<file path="src/rtl/adcseq_pkg.sv">
package adcseq_pkg;

  // Widest rank index carried between control and datapath (up to 8 ranks).
  localparam int STB_RANK_W = 3;

  typedef enum logic [1:0] {
    MODE_SINGLE = 2'd0,
    MODE_SCAN   = 2'd1,
    MODE_CONT   = 2'd2,
    MODE_DISC   = 2'd3
  } regMode_e;

  // Strobes from control to datapath, valid in the convDone cycle.
  typedef struct packed {
    logic                  wr;
    logic                  isInj;
    logic                  last;
    logic [STB_RANK_W-1:0] rank;
  } convStrobe_t;

endpackage

</file>
<file path="src/rtl/adcseq_ctrl.sv">
module adcseq_ctrl
  import adcseq_pkg::*;
#(
  parameter int CH_W      = 5,
  parameter int REG_RANKS = 8,
  parameter int INJ_RANKS = 4,
  parameter int NUM_HW    = 4,
  localparam int REG_LEN_W = $clog2(REG_RANKS),
  localparam int INJ_LEN_W = $clog2(INJ_RANKS),
  localparam int SEL_W     = $clog2(NUM_HW + 1)
) (
  input  logic                        clk,
  input  logic                        rstN,
  input  regMode_e                    cfgMode,
  input  logic [REG_LEN_W-1:0]        cfgRegLen,
  input  logic [REG_LEN_W-1:0]        cfgDiscLen,
  input  logic [REG_RANKS*CH_W-1:0]   cfgRegSeq,
  input  logic [INJ_LEN_W-1:0]        cfgInjLen,
  input  logic [INJ_RANKS*CH_W-1:0]   cfgInjSeq,
  input  logic [SEL_W-1:0]            cfgRegSel,
  input  logic [SEL_W-1:0]            cfgInjSel,
  input  logic                        swReg,
  input  logic                        swInj,
  input  logic [NUM_HW-1:0]           hwTrig,
  output logic                        convReq,
  output logic [CH_W-1:0]             convCh,
  input  logic                        convDone,
  output convStrobe_t                 stb
);

  typedef enum logic {ST_IDLE, ST_CONV} state_e;

  state_e               state;
  logic                 curInj;
  logic                 regActive, injActive;
  logic [REG_LEN_W-1:0] regIdx, grpCnt;
  logic [INJ_LEN_W-1:0] injIdx;

  logic                 regActN, injActN;
  logic [REG_LEN_W-1:0] regIdxN, grpN;
  logic [INJ_LEN_W-1:0] injIdxN;
  logic                 regLast, injLast;
  logic                 regTrigHit, injTrigHit;
  logic                 doneNow;

  logic [CH_W-1:0] regCh [REG_RANKS];
  logic [CH_W-1:0] injCh [INJ_RANKS];

  for (genvar r = 0; r < REG_RANKS; r++) begin : g_regCh
    assign regCh[r] = cfgRegSeq[r*CH_W +: CH_W];
  end
  for (genvar r = 0; r < INJ_RANKS; r++) begin : g_injCh
    assign injCh[r] = cfgInjSeq[r*CH_W +: CH_W];
  end

  // Trigger source selection: 0 = software, k = hwTrig[k-1]
  always_comb begin
    regTrigHit = (cfgRegSel == '0) ? swReg : 1'b0;
    injTrigHit = (cfgInjSel == '0) ? swInj : 1'b0;
    for (int k = 0; k < NUM_HW; k++) begin
      if (cfgRegSel == SEL_W'(k + 1)) regTrigHit = hwTrig[k];
      if (cfgInjSel == SEL_W'(k + 1)) injTrigHit = hwTrig[k];
    end
  end

  assign doneNow = (state == ST_CONV) && convDone;

  // Regular context progression
  always_comb begin
    regActN = regActive;
    regIdxN = regIdx;
    grpN    = grpCnt;
    regLast = 1'b0;
    if (doneNow && !curInj) begin
      if (cfgMode == MODE_SINGLE || regIdx == cfgRegLen) begin
        regIdxN = '0;
        grpN    = '0;
        regLast = 1'b1;
        regActN = (cfgMode == MODE_CONT);
      end else begin
        regIdxN = regIdx + 1'b1;
        if (cfgMode == MODE_DISC) begin
          if (grpCnt == cfgDiscLen) begin
            grpN    = '0;
            regActN = 1'b0;
          end else begin
            grpN = grpCnt + 1'b1;
          end
        end
      end
    end
    if (regTrigHit && !regActive) regActN = 1'b1;
  end

  // Injected context progression
  always_comb begin
    injActN = injActive;
    injIdxN = injIdx;
    injLast = 1'b0;
    if (doneNow && curInj) begin
      if (injIdx == cfgInjLen) begin
        injIdxN = '0;
        injActN = 1'b0;
        injLast = 1'b1;
      end else begin
        injIdxN = injIdx + 1'b1;
      end
    end
    if (injTrigHit && !injActive) injActN = 1'b1;
  end

  always_ff @(posedge clk) begin
    if (!rstN) begin
      state     <= ST_IDLE;
      curInj    <= 1'b0;
      convCh    <= '0;
      regActive <= 1'b0;
      injActive <= 1'b0;
      regIdx    <= '0;
      grpCnt    <= '0;
      injIdx    <= '0;
    end else begin
      regActive <= regActN;
      injActive <= injActN;
      regIdx    <= regIdxN;
      grpCnt    <= grpN;
      injIdx    <= injIdxN;
      unique case (state)
        ST_IDLE: begin
          if (injActive) begin
            state  <= ST_CONV;
            curInj <= 1'b1;
            convCh <= injCh[injIdx];
          end else if (regActive) begin
            state  <= ST_CONV;
            curInj <= 1'b0;
            convCh <= regCh[regIdx];
          end
        end
        ST_CONV: if (convDone) state <= ST_IDLE;
        default: state <= ST_IDLE;
      endcase
    end
  end

  assign convReq   = (state == ST_CONV);
  assign stb.wr    = doneNow;
  assign stb.isInj = curInj;
  assign stb.last  = curInj ? injLast : regLast;
  assign stb.rank  = curInj ? STB_RANK_W'(injIdx) : STB_RANK_W'(regIdx);

  // request and channel held until the converter answers
  a_r2_req_hold: assert property (@(posedge clk) disable iff (!rstN)
    (convReq && !convDone) |=> (convReq && $stable(convCh)));

  // request drops for a cycle after done
  a_r2_req_gap: assert property (@(posedge clk) disable iff (!rstN)
    (convReq && convDone) |=> !convReq);

  // pending injected work is started ahead of regular work
  a_r8_inj_first: assert property (@(posedge clk) disable iff (!rstN)
    (state == ST_IDLE && injActive) |=> (convReq && curInj));

endmodule

</file>
<file path="src/rtl/adcseq_dpath.sv">
module adcseq_dpath
  import adcseq_pkg::*;
#(
  parameter int RAW_W     = 12,
  parameter int DATA_W    = 32,
  parameter int INJ_RANKS = 4
) (
  input  logic                        clk,
  input  logic                        rstN,
  input  logic [1:0]                  cfgRes,
  input  logic                        cfgLeft,
  input  logic [RAW_W-1:0]            cfgWdHigh,
  input  logic [RAW_W-1:0]            cfgWdLow,
  input  logic [RAW_W-1:0]            convData,
  input  convStrobe_t                 stb,
  output logic [DATA_W-1:0]           regData,
  output logic [INJ_RANKS*DATA_W-1:0] injData,
  output logic                        eocReg,
  output logic                        eocInj,
  output logic                        eosReg,
  output logic                        eosInj,
  output logic                        wdFlag
);

  localparam int LEFT_SH = DATA_W - RAW_W;

  logic [2:0]        dropBits;
  logic [RAW_W-1:0]  scaled, kept;
  logic [DATA_W-1:0] word;
  logic              wdHit;

  always_comb begin
    dropBits = {cfgRes, 1'b0};
    scaled   = convData >> dropBits;
    kept     = convData & ({RAW_W{1'b1}} << dropBits);
    word     = cfgLeft ? (DATA_W'(kept) << LEFT_SH) : DATA_W'(scaled);
    wdHit    = (scaled > cfgWdHigh) || (scaled < cfgWdLow);
  end

  always_ff @(posedge clk) begin
    if (!rstN) begin
      regData <= '0;
      eocReg  <= 1'b0;
      eocInj  <= 1'b0;
      eosReg  <= 1'b0;
      eosInj  <= 1'b0;
      wdFlag  <= 1'b0;
    end else begin
      if (stb.wr && !stb.isInj) regData <= word;
      eocReg <= stb.wr && !stb.isInj;
      eocInj <= stb.wr && stb.isInj;
      eosReg <= stb.wr && !stb.isInj && stb.last;
      eosInj <= stb.wr && stb.isInj && stb.last;
      wdFlag <= stb.wr && wdHit;
    end
  end

  logic [DATA_W-1:0] injQ [INJ_RANKS];

  for (genvar r = 0; r < INJ_RANKS; r++) begin : g_injReg
    always_ff @(posedge clk) begin
      if (!rstN) injQ[r] <= '0;
      else if (stb.wr && stb.isInj && stb.rank == STB_RANK_W'(r)) injQ[r] <= word;
    end
    assign injData[r*DATA_W +: DATA_W] = injQ[r];
  end

  // regular and injected completion never flagged together
  a_r13_eoc_onehot: assert property (@(posedge clk) disable iff (!rstN)
    $onehot0({eocReg, eocInj}));

  // end-of-sequence only with its end-of-conversion
  a_r13_eos_with_eoc: assert property (@(posedge clk) disable iff (!rstN)
    (eosReg |-> eocReg) and (eosInj |-> eocInj));

  // regular word untouched unless a regular result is written
  a_r9_reg_hold: assert property (@(posedge clk) disable iff (!rstN)
    !(stb.wr && !stb.isInj) |=> $stable(regData));

  // window flag only alongside a completed conversion
  a_r12_wd_with_eoc: assert property (@(posedge clk) disable iff (!rstN)
    wdFlag |-> (eocReg || eocInj));

endmodule

</file>
<file path="src/rtl/adc_sequencer.sv">
module adc_sequencer
  import adcseq_pkg::*;
#(
  parameter int CH_W      = 5,
  parameter int RAW_W     = 12,
  parameter int DATA_W    = 32,
  parameter int REG_RANKS = 8,
  parameter int INJ_RANKS = 4,
  parameter int NUM_HW    = 4,
  localparam int REG_LEN_W = $clog2(REG_RANKS),
  localparam int INJ_LEN_W = $clog2(INJ_RANKS),
  localparam int SEL_W     = $clog2(NUM_HW + 1)
) (
  input  logic                        clk,
  input  logic                        rstN,
  input  logic [1:0]                  cfgRes,
  input  logic                        cfgLeftAlign,
  input  logic [1:0]                  cfgRegMode,
  input  logic [REG_LEN_W-1:0]        cfgRegLen,
  input  logic [REG_LEN_W-1:0]        cfgDiscLen,
  input  logic [REG_RANKS*CH_W-1:0]   cfgRegSeq,
  input  logic [INJ_LEN_W-1:0]        cfgInjLen,
  input  logic [INJ_RANKS*CH_W-1:0]   cfgInjSeq,
  input  logic [SEL_W-1:0]            cfgRegTrigSel,
  input  logic [SEL_W-1:0]            cfgInjTrigSel,
  input  logic [RAW_W-1:0]            cfgWdHigh,
  input  logic [RAW_W-1:0]            cfgWdLow,
  input  logic                        swRegStart,
  input  logic                        swInjStart,
  input  logic [NUM_HW-1:0]           hwTrig,
  output logic                        convReq,
  output logic [CH_W-1:0]             convCh,
  input  logic                        convDone,
  input  logic [RAW_W-1:0]            convData,
  output logic [DATA_W-1:0]           regData,
  output logic [INJ_RANKS*DATA_W-1:0] injData,
  output logic                        eocReg,
  output logic                        eocInj,
  output logic                        eosReg,
  output logic                        eosInj,
  output logic                        wdFlag
);

  convStrobe_t stb;

  adcseq_ctrl #(
    .CH_W(CH_W), .REG_RANKS(REG_RANKS), .INJ_RANKS(INJ_RANKS), .NUM_HW(NUM_HW)
  ) u_ctrl (
    .clk(clk), .rstN(rstN),
    .cfgMode(regMode_e'(cfgRegMode)),
    .cfgRegLen(cfgRegLen), .cfgDiscLen(cfgDiscLen), .cfgRegSeq(cfgRegSeq),
    .cfgInjLen(cfgInjLen), .cfgInjSeq(cfgInjSeq),
    .cfgRegSel(cfgRegTrigSel), .cfgInjSel(cfgInjTrigSel),
    .swReg(swRegStart), .swInj(swInjStart), .hwTrig(hwTrig),
    .convReq(convReq), .convCh(convCh), .convDone(convDone),
    .stb(stb)
  );

  adcseq_dpath #(
    .RAW_W(RAW_W), .DATA_W(DATA_W), .INJ_RANKS(INJ_RANKS)
  ) u_dpath (
    .clk(clk), .rstN(rstN),
    .cfgRes(cfgRes), .cfgLeft(cfgLeftAlign),
    .cfgWdHigh(cfgWdHigh), .cfgWdLow(cfgWdLow),
    .convData(convData), .stb(stb),
    .regData(regData), .injData(injData),
    .eocReg(eocReg), .eocInj(eocInj), .eosReg(eosReg), .eosInj(eosInj),
    .wdFlag(wdFlag)
  );

endmodule

</file>
<file path="config.mk">
export PLATFORM = sky130hd
export DESIGN_NAME = adc_sequencer
export DESIGN_NICKNAME = d
export VERILOG_FILES = /design/src/rtl/adcseq_pkg.sv /design/src/rtl/adcseq_ctrl.sv /design/src/rtl/adcseq_dpath.sv /design/src/rtl/adc_sequencer.sv
export SDC_FILE = /design/constraint.sdc
export NUM_CORES = 1
export LEC_CHECK = 0
export ABC_AREA = 0
export BUFFER_PORTS_ARGS = -buffer_cell sky130_fd_sc_hd__buf_2
export CORE_UTILIZATION = 48
export CTS_CLUSTER_DIAMETER = 120
export DETAILED_ROUTE_END_ITERATION = 8
export PLACE_DENSITY = 0.8
export SETUP_SLACK_MARGIN = 0.02
export SLEW_MARGIN = 20
export SYNTH_ARGS = -nofsm -noshare
export SYNTH_HDL_FRONTEND = slang
export SYNTH_SLANG_ARGS = --single-unit
</file>
<file path="constraint.sdc">
create_clock -name clk -period 3.8 [get_ports clk]
set_clock_uncertainty 0.1 [all_clocks]
set_input_delay 0.76 -clock clk [delete_from_list [all_inputs] [get_ports clk]]
set_output_delay 0.76 -clock clk [all_outputs]
set_load 0.03 [all_outputs]
</file>
==> flow_summary.json, run 1 <==
{
  "run_status": "complete, no violations",
  "cts_buffer_depth": 2,
  "io-pin-count": 295,
  "path_common_cell": "sky130_fd_sc_hd__a21o_1",
  "n_antenna_cell": 0,
  "layout_worst_path_cycle_share_pct": 73.56,
  "synth_top_cells_by_count": "sky130_fd_sc_hd__nor2_1, sky130_fd_sc_hd__edfxtp_1, sky130_fd_sc_hd__dfxtp_1, sky130_fd_sc_hd__buf_4, sky130_fd_sc_hd__a21oi_1",
  "max_freq_ghz": 0.3578,
  "worst_ep_arrival_time_ps": 3060,
  "timing.critical_path.to_type": "register",
  "worst_skew_pair.late_latency_ps": 420,
  "tritoncts.num_buffers": 17,
  "max_slew_margin_pct": 36.99,
  "drt_iter0_drc": 409,
  "timing.critical_path.from_type": "input port",
  "netlist_area_um2": 6903,
  "async_flop_share_pct": 0,
  "crit_required_ps": 4070,
  "root_buffer": "sky130_fd_sc_hd__clkbuf_16",
  "route.final.wire_length_um": 18770,
  "utilization_pct": 62.95,
  "worst_slew_pin_slew_ps": 945.1,
  "crit_path_max_fanout": 18,
  "antenna_left": 0,
  "max-cap-violations": 0,
  "worstPathCellList": "buf_2 > nor2b_1 > a211oi_1 > a21oi_1 > ha_1 > a21o_1 > a21o_1 > a221o_1 > a2111oi_2 > a22o_1",
  "track_usage_pct": 25.67,
  "synth-main-ff-cell": "sky130_fd_sc_hd__edfxtp_1",
  "filler_cell_count_in_the_final_layout": 1120,
  "hold_path.class": "register to register",
  "power_density_nw_per_um2": 458.0,
  "final-hold-violation-count": 0,
  "finalSetupViolations": 0,
  "cts.htree.levels": 4,
  "rsz_0062_raised_after_global_routing": "false",
  "place_hpwl_um": 13820,
  "worst-path-buf-inv": 1,
  "initial_utilization_pct": 49.54,
  "die_area_um2": 14860,
  "clkSlewWorstSetupHoldPaths_ps": 60,
  "worst_case_vdd_ir_drop_mv": 0.2745,
  "via_count": 5674,
  "synth-edff-count": 96,
  "cp_slowest_cell": "sky130_fd_sc_hd__a2111oi_2",
  "grt.overflow.total": 0,
  "netlist.area_leader.share_pct": 41.76,
  "post_cts_resized": 0,
  "setup_tns_ps": 0,
  "pin_count_of_the_biggest_net_entering_global_routing": 49,
  "ys_ff_latch": 142,
  "cts.hold.buffers_added": 0,
  "wire_per_inst_um": 17.40,
  "vias_in_the_first_global_route": 5209,
  "synthMostInstantiatedCell": "sky130_fd_sc_hd__nor2_1",
  "route.detailed.drc": 0,
  "final_cells": 1079,
  "ys_seq_area_share_pct": 55.10,
  "layout_setup_ws_ps": 1005,
  "cts_tree": "built",
  "fp.dieH_um": 121.9,
  "final_nets": 1035,
  "die_width_um": 121.9,
  "postCtsSetupRepairBufs": 0,
  "layout-area-overhead-vs-synth_pct": 27.08,
  "grt_first_pass_wirelength_um": 27990,
  "viasPerCell": 5.259,
  "core-area_um2": 13930,
  "io_buffers": 254,
  "gpl.final_weighted_congestion": 0.8635,
  "synth_largest_area_cell": "sky130_fd_sc_hd__edfxtp_1",
  "numClockSinks": 142,
  "largest_stage_delay_on_the_critical_path_ps": 360,
  "layout_cell_share_with_drive_strength_beyond_1_pct": 35.48,
  "timing_max_transition_violations_final": 0,
  "finalWorstPathRequiredPeriod_ps": 2795,
  "post_synth_inst_count": 639,
  "synthesis.area_per_instance_um2": 10.80,
  "place_worst_setup_slack_ps": 598.3,
  "cellLeakagePower_nw": 3.943,
  "dp_cells": 1047,
  "first_pass_iters": 7,
  "synthTopCellsByArea": "sky130_fd_sc_hd__edfxtp_1, sky130_fd_sc_hd__dfxtp_1, sky130_fd_sc_hd__nor2_1, sky130_fd_sc_hd__mux4_2, sky130_fd_sc_hd__buf_4",
  "placement_rows": 43,
  "timing.setup.critical_path_class": "input port to register",
  "ff2ff_setup_slack_ps": 1520,
  "critical-path-top-delay-family": "compound AO/OA/AOI/OAI gates",
  "initial_antenna_violation_count": 0,
  "ys_types": 51,
  "ys_warn_count": 0
}
==> power by group <==
part,total [mW],internal (mW),switching [mW]
combinational,0.574,0.187,0.387
sequential,1.74,1.70,0.0353
clock,1.70,1.04,0.664
==> flip-flops by register name, indices dropped and copies added (netlist names) <==
signal            flops
u_dpath.eosReg        1
u_ctrl.grpCnt         3
u_ctrl.regActive      1
u_dpath.regData      24
u_ctrl.convReq        1
u_ctrl.curInj         1
u_ctrl.regIdx         3
u_dpath.wdFlag        1
u_ctrl.convCh         5
u_ctrl.injIdx         2
u_ctrl.injActive      1
u_dpath.injQ         96
u_dpath.eosInj        1
u_dpath.eocReg        1
u_dpath.eocInj        1
==> path summary, 6_finish.rpt <==
check	start	endpoint	cells after the start
setup / recovery	cfgRes[1]	u_dpath.wdFlag	10
hold / removal	u_ctrl.convCh[1]	u_ctrl.convCh[1]	2
setup reg to reg	u_ctrl.regIdx[0]	u_ctrl.convCh[1]	4
hold reg to reg	u_ctrl.convCh[1]	u_ctrl.convCh[1]	2
==> metal layers <==
metal	wire [um]	vias up	GRT usage [%]
li1	-	2642	-
met1	7234	2665	31.51
met2	9439	336	43.15
met3	1684	31	6.554
met4	412	0	10.03
met5	0	-	0
==> worst reg2reg max path, stage by stage, from the launching register on <==
cell,delay (ps)
sky130_fd_sc_hd__dfxtp_1,830
sky130_fd_sc_hd__mux4_1,630
sky130_fd_sc_hd__mux2_2,290
sky130_fd_sc_hd__o2111ai_1,170
sky130_fd_sc_hd__o21ai_0,110
==> cells by family (layout without fill, tap and decap cells) <==
kind of cell | Yosys count | in the layout | share of synthesized area (%)
simple gates | 244 | 244 | 15.10
compound gates | 80 | 80 | 7.069
buf+inv | 100 | 321 | 7.975
xor+xnor | 13 | 13 | 1.649
fa+ha+maj | 25 | 25 | 4.531
flops | 142 | 142 | 55.10
other cells | 1 | 40 | 0.05433
mux | 34 | 34 | 8.519
==> layout make-up <==
cell class / count / area, um^2 / area share (%)
sequential: 142 / 3804 / 43.36
clock buffer: 17 / 425.4 / 4.850
clock inverter: 15 / 182.7 / 2.082
multi-input combinational: 436 / 2703 / 30.81
inverter: 27 / 101.3 / 1.155
timing repair buffer: 262 / 1331 / 15.18
tap: 180 / 225.2 / 2.567
==> layout by cell type, fill, tap and decap left out, types with 5 or more instances in the layout <==
cell | netlist | layout
sky130_fd_sc_hd__nand2b_1 | 9 | 9
sky130_fd_sc_hd__a21oi_1 | 37 | 37
sky130_fd_sc_hd__o21ai_0 | 16 | 14
sky130_fd_sc_hd__inv_1 | 27 | 27
sky130_fd_sc_hd__nand3_1 | 13 | 13
sky130_fd_sc_hd__clkbuf_16 | 0 | 17
sky130_fd_sc_hd__inv_6 | 0 | 5
sky130_fd_sc_hd__and2_1 | 5 | 5
sky130_fd_sc_hd__ha_1 | 25 | 25
sky130_fd_sc_hd__nor2b_1 | 5 | 5
sky130_fd_sc_hd__nor2_1 | 163 | 163
sky130_fd_sc_hd__mux2_2 | 5 | 5
sky130_fd_sc_hd__buf_4 | 42 | 8
sky130_fd_sc_hd__nand2_1 | 27 | 27
sky130_fd_sc_hd__xnor2_1 | 8 | 8
sky130_fd_sc_hd__nor3_1 | 6 | 6
sky130_fd_sc_hd__mux2i_1 | 10 | 10
sky130_fd_sc_hd__buf_2 | 7 | 254
sky130_fd_sc_hd__dfxtp_1 | 46 | 46
sky130_fd_sc_hd__edfxtp_1 | 96 | 96
sky130_fd_sc_hd__mux4_2 | 18 | 18
sky130_fd_sc_hd__conb_1 | 1 | 40
sky130_fd_sc_hd__xor2_1 | 5 | 5
==> metrics by stage <==
stage                     instance area [um^2]  hold WS, ps  power, mW
final                                     8772        375.6      4.017
after global routing                      8772        406.0      4.155
after CTS                                 8772        380.0      4.035
after detailed placement                  8164        375.8      2.346
after global placement                    8164        343.5      2.333
after floorplan                           7049        350.9      2.182
(Power assumes the default switching activity.)
==> inputs of run 2 (changes only) <==
==> constraint.sdc (replaced) <==
create_clock -name clk -period 2.9 [get_ports clk]
set_clock_uncertainty 0.1 [all_clocks]
set_input_delay 0.58 -clock clk [delete_from_list [all_inputs] [get_ports clk]]
set_output_delay 0.58 -clock clk [all_outputs]
set_load 0.03 [all_outputs]
==> flow_summary.json, run 2 (synthesis results as in run 1) <==
{
  "numClockSinks": 142,
  "final_nets": 1045,
  "layout-area-overhead-vs-synth_pct": 27.61,
  "antenna_left": 0,
  "initial_antenna_violation_count": 0,
  "root_buffer": "sky130_fd_sc_hd__clkbuf_16",
  "worst_ep_arrival_time_ps": 2740,
  "largest_stage_delay_on_the_critical_path_ps": 560,
  "max_slew_margin_pct": 33.89,
  "layout_worst_path_cycle_share_pct": 86.89,
  "filler_cell_count_in_the_final_layout": 1152,
  "run_status": "complete, no violations",
  "finalWorstPathRequiredPeriod_ps": 2520,
  "final_cells": 1089,
  "postPlaceCellArea_um2": 8239,
  "cts.htree.levels": 4,
  "pin_count_of_the_biggest_net_entering_global_routing": 30,
  "clkSlewWorstSetupHoldPaths_ps": 60,
  "timing.critical_path.to_type": "register",
  "worstPathCellList": "buf_2 > buf_4 > mux4_2 > ha_1 > a21oi_1 > nand3_1 > a221oi_1 > o21ai_0 > a22o_1",
  "cts.hold.buffers_added": 0,
  "layout_commonest_cell": "sky130_fd_sc_hd__buf_2",
  "totalPowerFinal_mw": 5.134,
  "drt_iter0_drc": 410,
  "grt_first_pass_wirelength_um": 27460,
  "rsz_0062_raised_after_global_routing": "false",
  "vias_in_the_first_global_route": 5159,
  "crit_required_ps": 3120,
  "route.final.wire_length_um": 18640,
  "timing_max_transition_violations_final": 0,
  "cellLeakagePower_nw": 3.975,
  "critical-path-top-delay-family": "compound AO/OA/AOI/OAI gates",
  "io-pin-count": 295,
  "io_buffers": 254,
  "postCtsSetupRepairBufs": 0,
  "layout_common_cells": "sky130_fd_sc_hd__buf_2, sky130_fd_sc_hd__nor2_1, sky130_fd_sc_hd__edfxtp_1",
  "max_freq_ghz": 0.3968,
  "grt.overflow.total": 0,
  "wire_per_inst_um": 17.11,
  "timing.setup.critical_path_class": "input port to register",
  "place_hpwl_um": 13770,
  "n_antenna_cell": 0,
  "fin_area_um2": 8808,
  "dp_cells": 1057,
  "core-area_um2": 13930,
  "first_pass_iters": 5,
  "track_usage_pct": 25.54,
  "route.detailed.drc": 0,
  "die_width_um": 121.9,
  "max-cap-violations": 0,
  "cts_tree": "built",
  "timing.critical_path.from_type": "input port",
  "power_density_nw_per_um2": 582.8,
  "final-hold-violation-count": 0,
  "cp_slowest_cell": "sky130_fd_sc_hd__mux4_2",
  "worst_skew_pair.late_latency_ps": 420,
  "cts_buffer_depth": 2,
  "crit_path_max_fanout": 10,
  "largest-register": "u_dpath.injQ",
  "worst-path-buf-inv": 2,
  "finalSetupViolations": 0,
  "die_area_um2": 14860,
  "via_count": 5599,
  "viasPerCell": 5.141,
  "fp.dieH_um": 121.9,
  "initial_utilization_pct": 49.54,
  "worst_slew_pin_slew_ps": 991.7,
  "tritoncts.num_buffers": 17,
  "post_cts_resized": 0,
  "layout_top_registers": "u_dpath.injQ: 96 flops, u_dpath.regData: 24 flops, u_ctrl.convCh: 5 flops",
  "layout_cell_share_with_drive_strength_beyond_1_pct": 35.75,
  "number_of_flip_flops_under_the_largest_register_name": 96,
  "worst_case_vdd_ir_drop_mv": 0.4033,
  "hold_ws_ps": 297.1,
  "hold_path.class": "input port to register",
  "placement_rows": 43,
  "gpl.final_weighted_congestion": 0.8563
}
-- run 2: layout make-up --
cell class | count | area [um^2] | share of cell area [%]
Sequential cell | 142 | 3804 | 43.18
Multi-Input combinational cell | 436 | 2703 | 30.68
Timing Repair Buffer | 272 | 1406 | 15.97
Clock buffer | 22 | 454.2 | 5.156
Tap cell | 180 | 225.2 | 2.557
Clock inverter | 10 | 115.1 | 1.307
Inverter | 27 | 101.3 | 1.151
-- run 2: through the flow --
step	setup TNS [ps]	setup WS, ps	utilization [%]
6_report	0	380.1	63.21
5_1_grt	0	268.5	63.21
4_1_cts	0	433.7	63.21
3_5_place_dp	-11.87	-11.87	59.13
3_3_place_gp	0	21.88	59.13
2_1_floorplan	0	126.9	-
-- run 2: path summary, 6_finish.rpt --
kind                            cells after the start              from                   to  slack [ps]
worst max-delay path                                9         cfgRes[1]       u_dpath.wdFlag         380
worst min-delay path                                2          convDone       u_ctrl.convReq         300
worst max register to register                      4    u_ctrl.convReq  u_dpath.injQ[0][23]         770
worst min register to register                      2  u_ctrl.convCh[1]     u_ctrl.convCh[1]         380
-- run 2: power breakdown --
group          switching (mW)  leakage (nW)  internal, mW
logic                   0.516          2.34         0.256
registers              0.0383          1.37          2.23
clock network           0.805         0.272          1.29
total                    1.36          3.98          3.77
-- run 2: metal layers --
layer	GRT usage [%]	wire, um	share of wire [%]
met1	31.86	7542	40
met2	41.95	8941	48
met3	6.601	1676	9.0
met4	10.73	476	2.6
met5	0	0	0
